$ cat src/rtl/hdx_rx_pkg.sv
package hdx_rx_pkg;

  typedef enum logic [1:0] {
    RX_IDLE      = 2'd0,
    RX_FRAME     = 2'd1,
    RX_WAIT_HIGH = 2'd2
  } rxState_e;

  // Per-tick strobes from control to datapath
  typedef struct packed {
    logic startFrame;
    logic shiftData;
    logic takeParity;
    logic takeStop;
    logic lastBit;
  } rxStrobe_t;

endpackage

$ cat src/rtl/hdx_rx_ctrl.sv
module hdx_rx_ctrl
  import hdx_rx_pkg::*;
#(
  parameter int DATA_BITS = 8,
  parameter int STOP_BITS = 2
) (
  input  logic      clk,
  input  logic      rstN,
  input  logic      bitTick,
  input  logic      lineIn,
  input  logic      frameBad,
  output rxStrobe_t strb
);

  localparam int FRAME_BITS = 1 + DATA_BITS + 1 + STOP_BITS;
  localparam int IDX_W      = $clog2(FRAME_BITS);
  localparam logic [IDX_W-1:0] LAST_DATA = IDX_W'(DATA_BITS);
  localparam logic [IDX_W-1:0] PAR_IDX   = IDX_W'(DATA_BITS + 1);
  localparam logic [IDX_W-1:0] LAST_IDX  = IDX_W'(FRAME_BITS - 1);

  rxState_e         state;
  logic [IDX_W-1:0] bitIdx;

  always_comb begin
    strb = '0;
    case (state)
      RX_IDLE: begin
        if (bitTick && !lineIn) strb.startFrame = 1'b1;
      end
      RX_FRAME: begin
        if (bitTick) begin
          if (bitIdx <= LAST_DATA)   strb.shiftData  = 1'b1;
          else if (bitIdx == PAR_IDX) strb.takeParity = 1'b1;
          else                        strb.takeStop   = 1'b1;
          if (bitIdx == LAST_IDX)     strb.lastBit    = 1'b1;
        end
      end
      default: ;
    endcase
  end

  always_ff @(posedge clk) begin
    if (!rstN) begin
      state  <= RX_IDLE;
      bitIdx <= '0;
    end else begin
      case (state)
        RX_IDLE: begin
          if (strb.startFrame) begin
            state  <= RX_FRAME;
            bitIdx <= IDX_W'(1);
          end
        end
        RX_FRAME: begin
          if (strb.lastBit) begin
            state  <= frameBad ? RX_WAIT_HIGH : RX_IDLE;
            bitIdx <= '0;
          end else if (bitTick) begin
            bitIdx <= bitIdx + IDX_W'(1);
          end
        end
        RX_WAIT_HIGH: begin
          if (bitTick && lineIn) state <= RX_IDLE;
        end
        default: state <= RX_IDLE;
      endcase
    end
  end

endmodule

$ cat src/rtl/hdx_rx_datapath.sv
module hdx_rx_datapath
  import hdx_rx_pkg::*;
#(
  parameter int DATA_BITS = 8
) (
  input  logic                 clk,
  input  logic                 rstN,
  input  logic                 lineIn,
  input  logic                 txMode,
  input  rxStrobe_t            strb,
  output logic                 frameBad,
  output logic [DATA_BITS-1:0] rxData,
  output logic                 rxValid,
  output logic                 parityErr,
  output logic                 frameErr,
  output logic                 breakDet,
  output logic                 collision
);

  logic [DATA_BITS-1:0] shiftReg;
  logic                 parBit;
  logic                 stopOk;
  logic                 sawHigh;
  logic                 breakArmed;

  logic isBreak;
  logic parOk;
  logic stopGood;

  // Evaluated while the final stop bit is on the line
  assign isBreak  = !sawHigh && !lineIn;
  assign parOk    = ((^shiftReg) == parBit);
  assign stopGood = stopOk && lineIn;
  assign frameBad = !parOk || !stopGood;

  always_ff @(posedge clk) begin
    if (!rstN) begin
      shiftReg   <= '0;
      parBit     <= 1'b0;
      stopOk     <= 1'b1;
      sawHigh    <= 1'b1;
      breakArmed <= 1'b0;
      rxData     <= '0;
      rxValid    <= 1'b0;
      parityErr  <= 1'b0;
      frameErr   <= 1'b0;
      breakDet   <= 1'b0;
      collision  <= 1'b0;
    end else begin
      rxValid   <= 1'b0;
      parityErr <= 1'b0;
      frameErr  <= 1'b0;
      breakDet  <= 1'b0;
      collision <= 1'b0;

      if (strb.startFrame) begin
        sawHigh <= 1'b0;
        stopOk  <= 1'b1;
      end
      if (strb.shiftData) begin
        shiftReg <= {lineIn, shiftReg[DATA_BITS-1:1]};
        sawHigh  <= sawHigh | lineIn;
      end
      if (strb.takeParity) begin
        parBit  <= lineIn;
        sawHigh <= sawHigh | lineIn;
      end
      if (strb.takeStop && !strb.lastBit) begin
        stopOk  <= stopOk & lineIn;
        sawHigh <= sawHigh | lineIn;
      end

      if (strb.lastBit) begin
        if (isBreak) begin
          breakArmed <= 1'b1;
          if (breakArmed || !txMode) breakDet  <= 1'b1;
          else                       collision <= 1'b1;
        end else begin
          breakArmed <= 1'b0;
          parityErr  <= !parOk;
          frameErr   <= !stopGood;
          if (parOk && stopGood) begin
            rxValid <= 1'b1;
            rxData  <= shiftReg;
          end
        end
      end
    end
  end

endmodule

$ cat src/rtl/hdx_frame_rx.sv
module hdx_frame_rx
  import hdx_rx_pkg::*;
#(
  parameter int DATA_BITS = 8,
  parameter int STOP_BITS = 2
) (
  input  logic                 clk,
  input  logic                 rstN,
  input  logic                 bitTick,
  input  logic                 lineIn,
  input  logic                 txMode,
  output logic [DATA_BITS-1:0] rxData,
  output logic                 rxValid,
  output logic                 parityErr,
  output logic                 frameErr,
  output logic                 breakDet,
  output logic                 collision
);

  rxStrobe_t strb;
  logic      frameBad;

  hdx_rx_ctrl #(
    .DATA_BITS(DATA_BITS),
    .STOP_BITS(STOP_BITS)
  ) u_ctrl (
    .clk      (clk),
    .rstN     (rstN),
    .bitTick  (bitTick),
    .lineIn   (lineIn),
    .frameBad (frameBad),
    .strb     (strb)
  );

  hdx_rx_datapath #(
    .DATA_BITS(DATA_BITS)
  ) u_dp (
    .clk       (clk),
    .rstN      (rstN),
    .lineIn    (lineIn),
    .txMode    (txMode),
    .strb      (strb),
    .frameBad  (frameBad),
    .rxData    (rxData),
    .rxValid   (rxValid),
    .parityErr (parityErr),
    .frameErr  (frameErr),
    .breakDet  (breakDet),
    .collision (collision)
  );

endmodule

$ cat config.mk
export PLATFORM = sky130hd
export DESIGN_NAME = hdx_frame_rx
export DESIGN_NICKNAME = d
export VERILOG_FILES = /design/src/rtl/hdx_rx_pkg.sv /design/src/rtl/hdx_rx_ctrl.sv /design/src/rtl/hdx_rx_datapath.sv /design/src/rtl/hdx_frame_rx.sv
export SDC_FILE = /design/constraint.sdc
export NUM_CORES = 1
export LEC_CHECK = 0
export BUFFER_PORTS_ARGS = -buffer_cell sky130_fd_sc_hd__buf_4
export CAP_MARGIN = 5
export CORE_MARGIN = 1
export CORE_UTILIZATION = 33
export DETAILED_ROUTE_END_ITERATION = 12
export PLACE_DENSITY = 0.57
export SLEW_MARGIN = 40
export SYNTH_ARGS = -nofsm -noshare
export SYNTH_HDL_FRONTEND = slang
export SYNTH_SLANG_ARGS = --single-unit
$ cat constraint.sdc
create_clock -name clk -period 4.4 [get_ports clk]
set_input_delay 0.44 -clock clk [delete_from_list [all_inputs] [get_ports clk]]
set_output_delay 0.44 -clock clk [all_outputs]
set_load 0.005 [all_outputs]
==> reports/metrics.csv <==
metric,value,unit
WL final,2760,µm
total nets after synthesis,159,
Syn Area/Cell,9.49,µm²
VDD IR max,226,µV
die span in y,67.9,µm
GRT Util Overall,0.135,
endpoints failing setup,0,
initial antenna violation count,0,
"Worst Path Class, Setup",register to register,
final slew viol count,0,
RSZ-0062 raised after global routing,no,
Initial Utilization,0.351,
setup TNS,0,ns
Clock Sinks,31,
wire per inst,12.6,µm
Startpoint Class,register,
gr ovfl total,0,
Place WS,2.26,ns
DIE AREA,4610,µm²
FF-to-FF path depth,4,
Max transition margin,0.586,
clock tree buffer depth,2,
share of cells above drive strength 1,0.159,
CP Max Fanout,8,
final period utilization,0.481,
hold_sp,lineIn,
Mapped Cells,151,
clk_lat worst skew,0.27,ns
final hold violation count,0,
Area Overhead vs Synth,18.1,%
Post-DRT Antenna Nets,0,
Hold Path Class,primary input to register,
ys async rst share,0,
final hold slack,0.433,ns
number of synthesized flops with an enable pin,0,
CTS Root Cell,clkbuf_8,
drt pass-1 iters,4,
Final min period,2.12,ns
Final Skew,0.00309,ns
Final HPWL DP,1980,µm
CTS tree,yes,
Ant. Diodes,0,
first-pass GRT wire length,4600,µm
DRC Markers,0,
Hold Path Stages,2,
setup ws final,2.28,ns
I/O pin count,18,
"FF+latch count, synth",31,
cts bufs inserted,5,
Worst Path Required,4.60,ns
via count of the routed design,1079,
Vias/cell,4.90,
IO Port Bufs,17,
worst r2r src,u_dp.shiftReg[7],
Synthesis Warnings,0,
# rows,23,
post-synthesis sequential area ratio,0.433,
vias in the first global route,1038,
r2r setup slk,2.28,ns
"Primary FF master, synth",dfxtp_1,
"Setup Fix Bufs, Post-CTS",0,
"Reg clk slew, reported paths",0.06,ns
Worst R2R End,u_dp.rxData[0],
arrival time worst endpoint,2.31,ns
MaxCap Viol Count,0,
Worst-Margin Slew,0.622,ns
RD Place Congestion,0.831,
total power,0.000541,W
Post-CTS Resized,0,
worst hold endpoint,u_dp.breakDet,
pin count of the biggest net entering global routing,38,
Critical Path Sink Type,register,
hold_buf cts,0,
nets@finish,178,
PD cells,320,nW/µm²
CTS H-tree depth,2,
Max Freq,473,MHz
status,"complete, no violations",
Unique masters post-synth,33,
die width,67.9,µm
DR iter-0 viols,38,
core area,4090,µm²
Leak Pwr,0.607,nW
area of the mapped netlist,1430,µm²
-- sequential cells by signal, summed over array words and instances (netlist names), 2 cells and up --
register       count
u_dp.shiftReg      8
u_ctrl.state       2
u_dp.rxData        8
u_ctrl.bitIdx      4
-- worst max path at each step --
stage / startpoint / to / slack, ns
2_1_floorplan: u_dp.shiftReg[7] / u_dp.rxData[0] / 2.47
3_3_place_gp: u_dp.shiftReg[7] / u_dp.rxData[6] / 2.37
3_5_place_dp: u_dp.shiftReg[7] / u_dp.rxData[0] / 2.26
4_1_cts: u_dp.shiftReg[7] / u_dp.rxData[0] / 2.24
5_1_grt: u_dp.shiftReg[7] / u_dp.rxData[0] / 2.16
6_report: u_dp.shiftReg[7] / u_dp.rxData[0] / 2.28
-- through the flow --
stage	util	cell area, µm²	std cells
finish	0.414	1690	220
CTS	0.414	1690	220
global placement	0.393	1600	213
detailed placement	0.393	1600	213
floorplan	-	1430	151
global route	0.414	1690	220
-- cells in the final DEF, fill, tap and decap left out --
cell	count
nor3_1	3
clkinv_2	1
o21ai_0	5
nor2_1	7
buf_4	17
dfxtp_1	31
or3_1	1
nor2b_1	12
xnor2_1	3
o221ai_1	1
nand2b_1	2
mux2i_4	1
and2_1	2
clkbuf_8	6
a21boi_0	2
nor4bb_1	1
nand3b_1	3
a21oi_2	1
and3b_1	2
and4_1	1
a31oi_1	3
xnor3_1	2
a21oi_1	4
nor3b_1	1
nand4_1	1
inv_1	4
or4_4	1
xor2_1	1
a211oi_1	1
ha_1	3
o21a_1	2
nand2_1	23
nor4_1	1
nand3_1	3
mux2i_1	18
-- power breakdown --
group	switching, W	leakage [nW]	internal, W	total, W
Sequential	0.00000335	0.250	0.000283	0.000287
Combinational	0.0000186	0.310	0.0000128	0.0000314
Clock	0.000100	0.0470	0.000123	0.000223
Total	0.000122	0.607	0.000419	0.000541
-- synth_stat cells, types with 3 or more instances --
cell type  count  area share
dfxtp_1       31        0.43
nand2_1       23       0.060
mux2i_1       18        0.13
nor2b_1       12       0.052
nor2_1         7       0.018
clkbuf_1       5       0.013
o21ai_0        5       0.017
a21oi_1        4       0.014
inv_1          4       0.010
a31oi_1        3       0.013
ha_1           3       0.026
nand3_1        3       0.010
nand3b_1       3       0.016
nor3_1         3       0.010
xnor2_1        3       0.018
-- metal layers --
layer / global-route usage / share of wire / vias to the layer above
met5: 0 / 0 / -
met4: 0.0469 / 0.0098 / 0
met3: 0.0400 / 0.026 / 4
met2: 0.234 / 0.48 / 14
met1: 0.156 / 0.48 / 503
li1: - / - / 558
-- final cells by class --
class	instances	area, µm²
fillers	412	2390
multi-input cells	111	778
flip-flops and latches	31	621
repair buffers	17	128
clock buffers	6	82.6
well taps	50	62.6
inverters	4	15.0
clock inverters	1	5.00
-- cells by family (layout without fill, tap and decap cells) --
group	count (synthesis)	count (layout)	synth area share
AO/OA/AOI/OAI	19	19	0.0830
multiplexers	19	19	0.141
flip-flops	31	31	0.433
AND/OR/NAND/NOR	64	64	0.237
adder cells (fa/ha/maj)	3	3	0.0262
XOR/XNOR	6	6	0.0559
buffers and inverters	9	28	0.0236
-- worst max-delay path, stage by stage, from the launching register on --
cell and delay, ns:
dfxtp_1 0.38, xnor3_1 0.46, or4_4 0.56, mux2i_4 0.39, mux2i_1 0.26
Note: power is estimated with default switching activity, not from simulation.
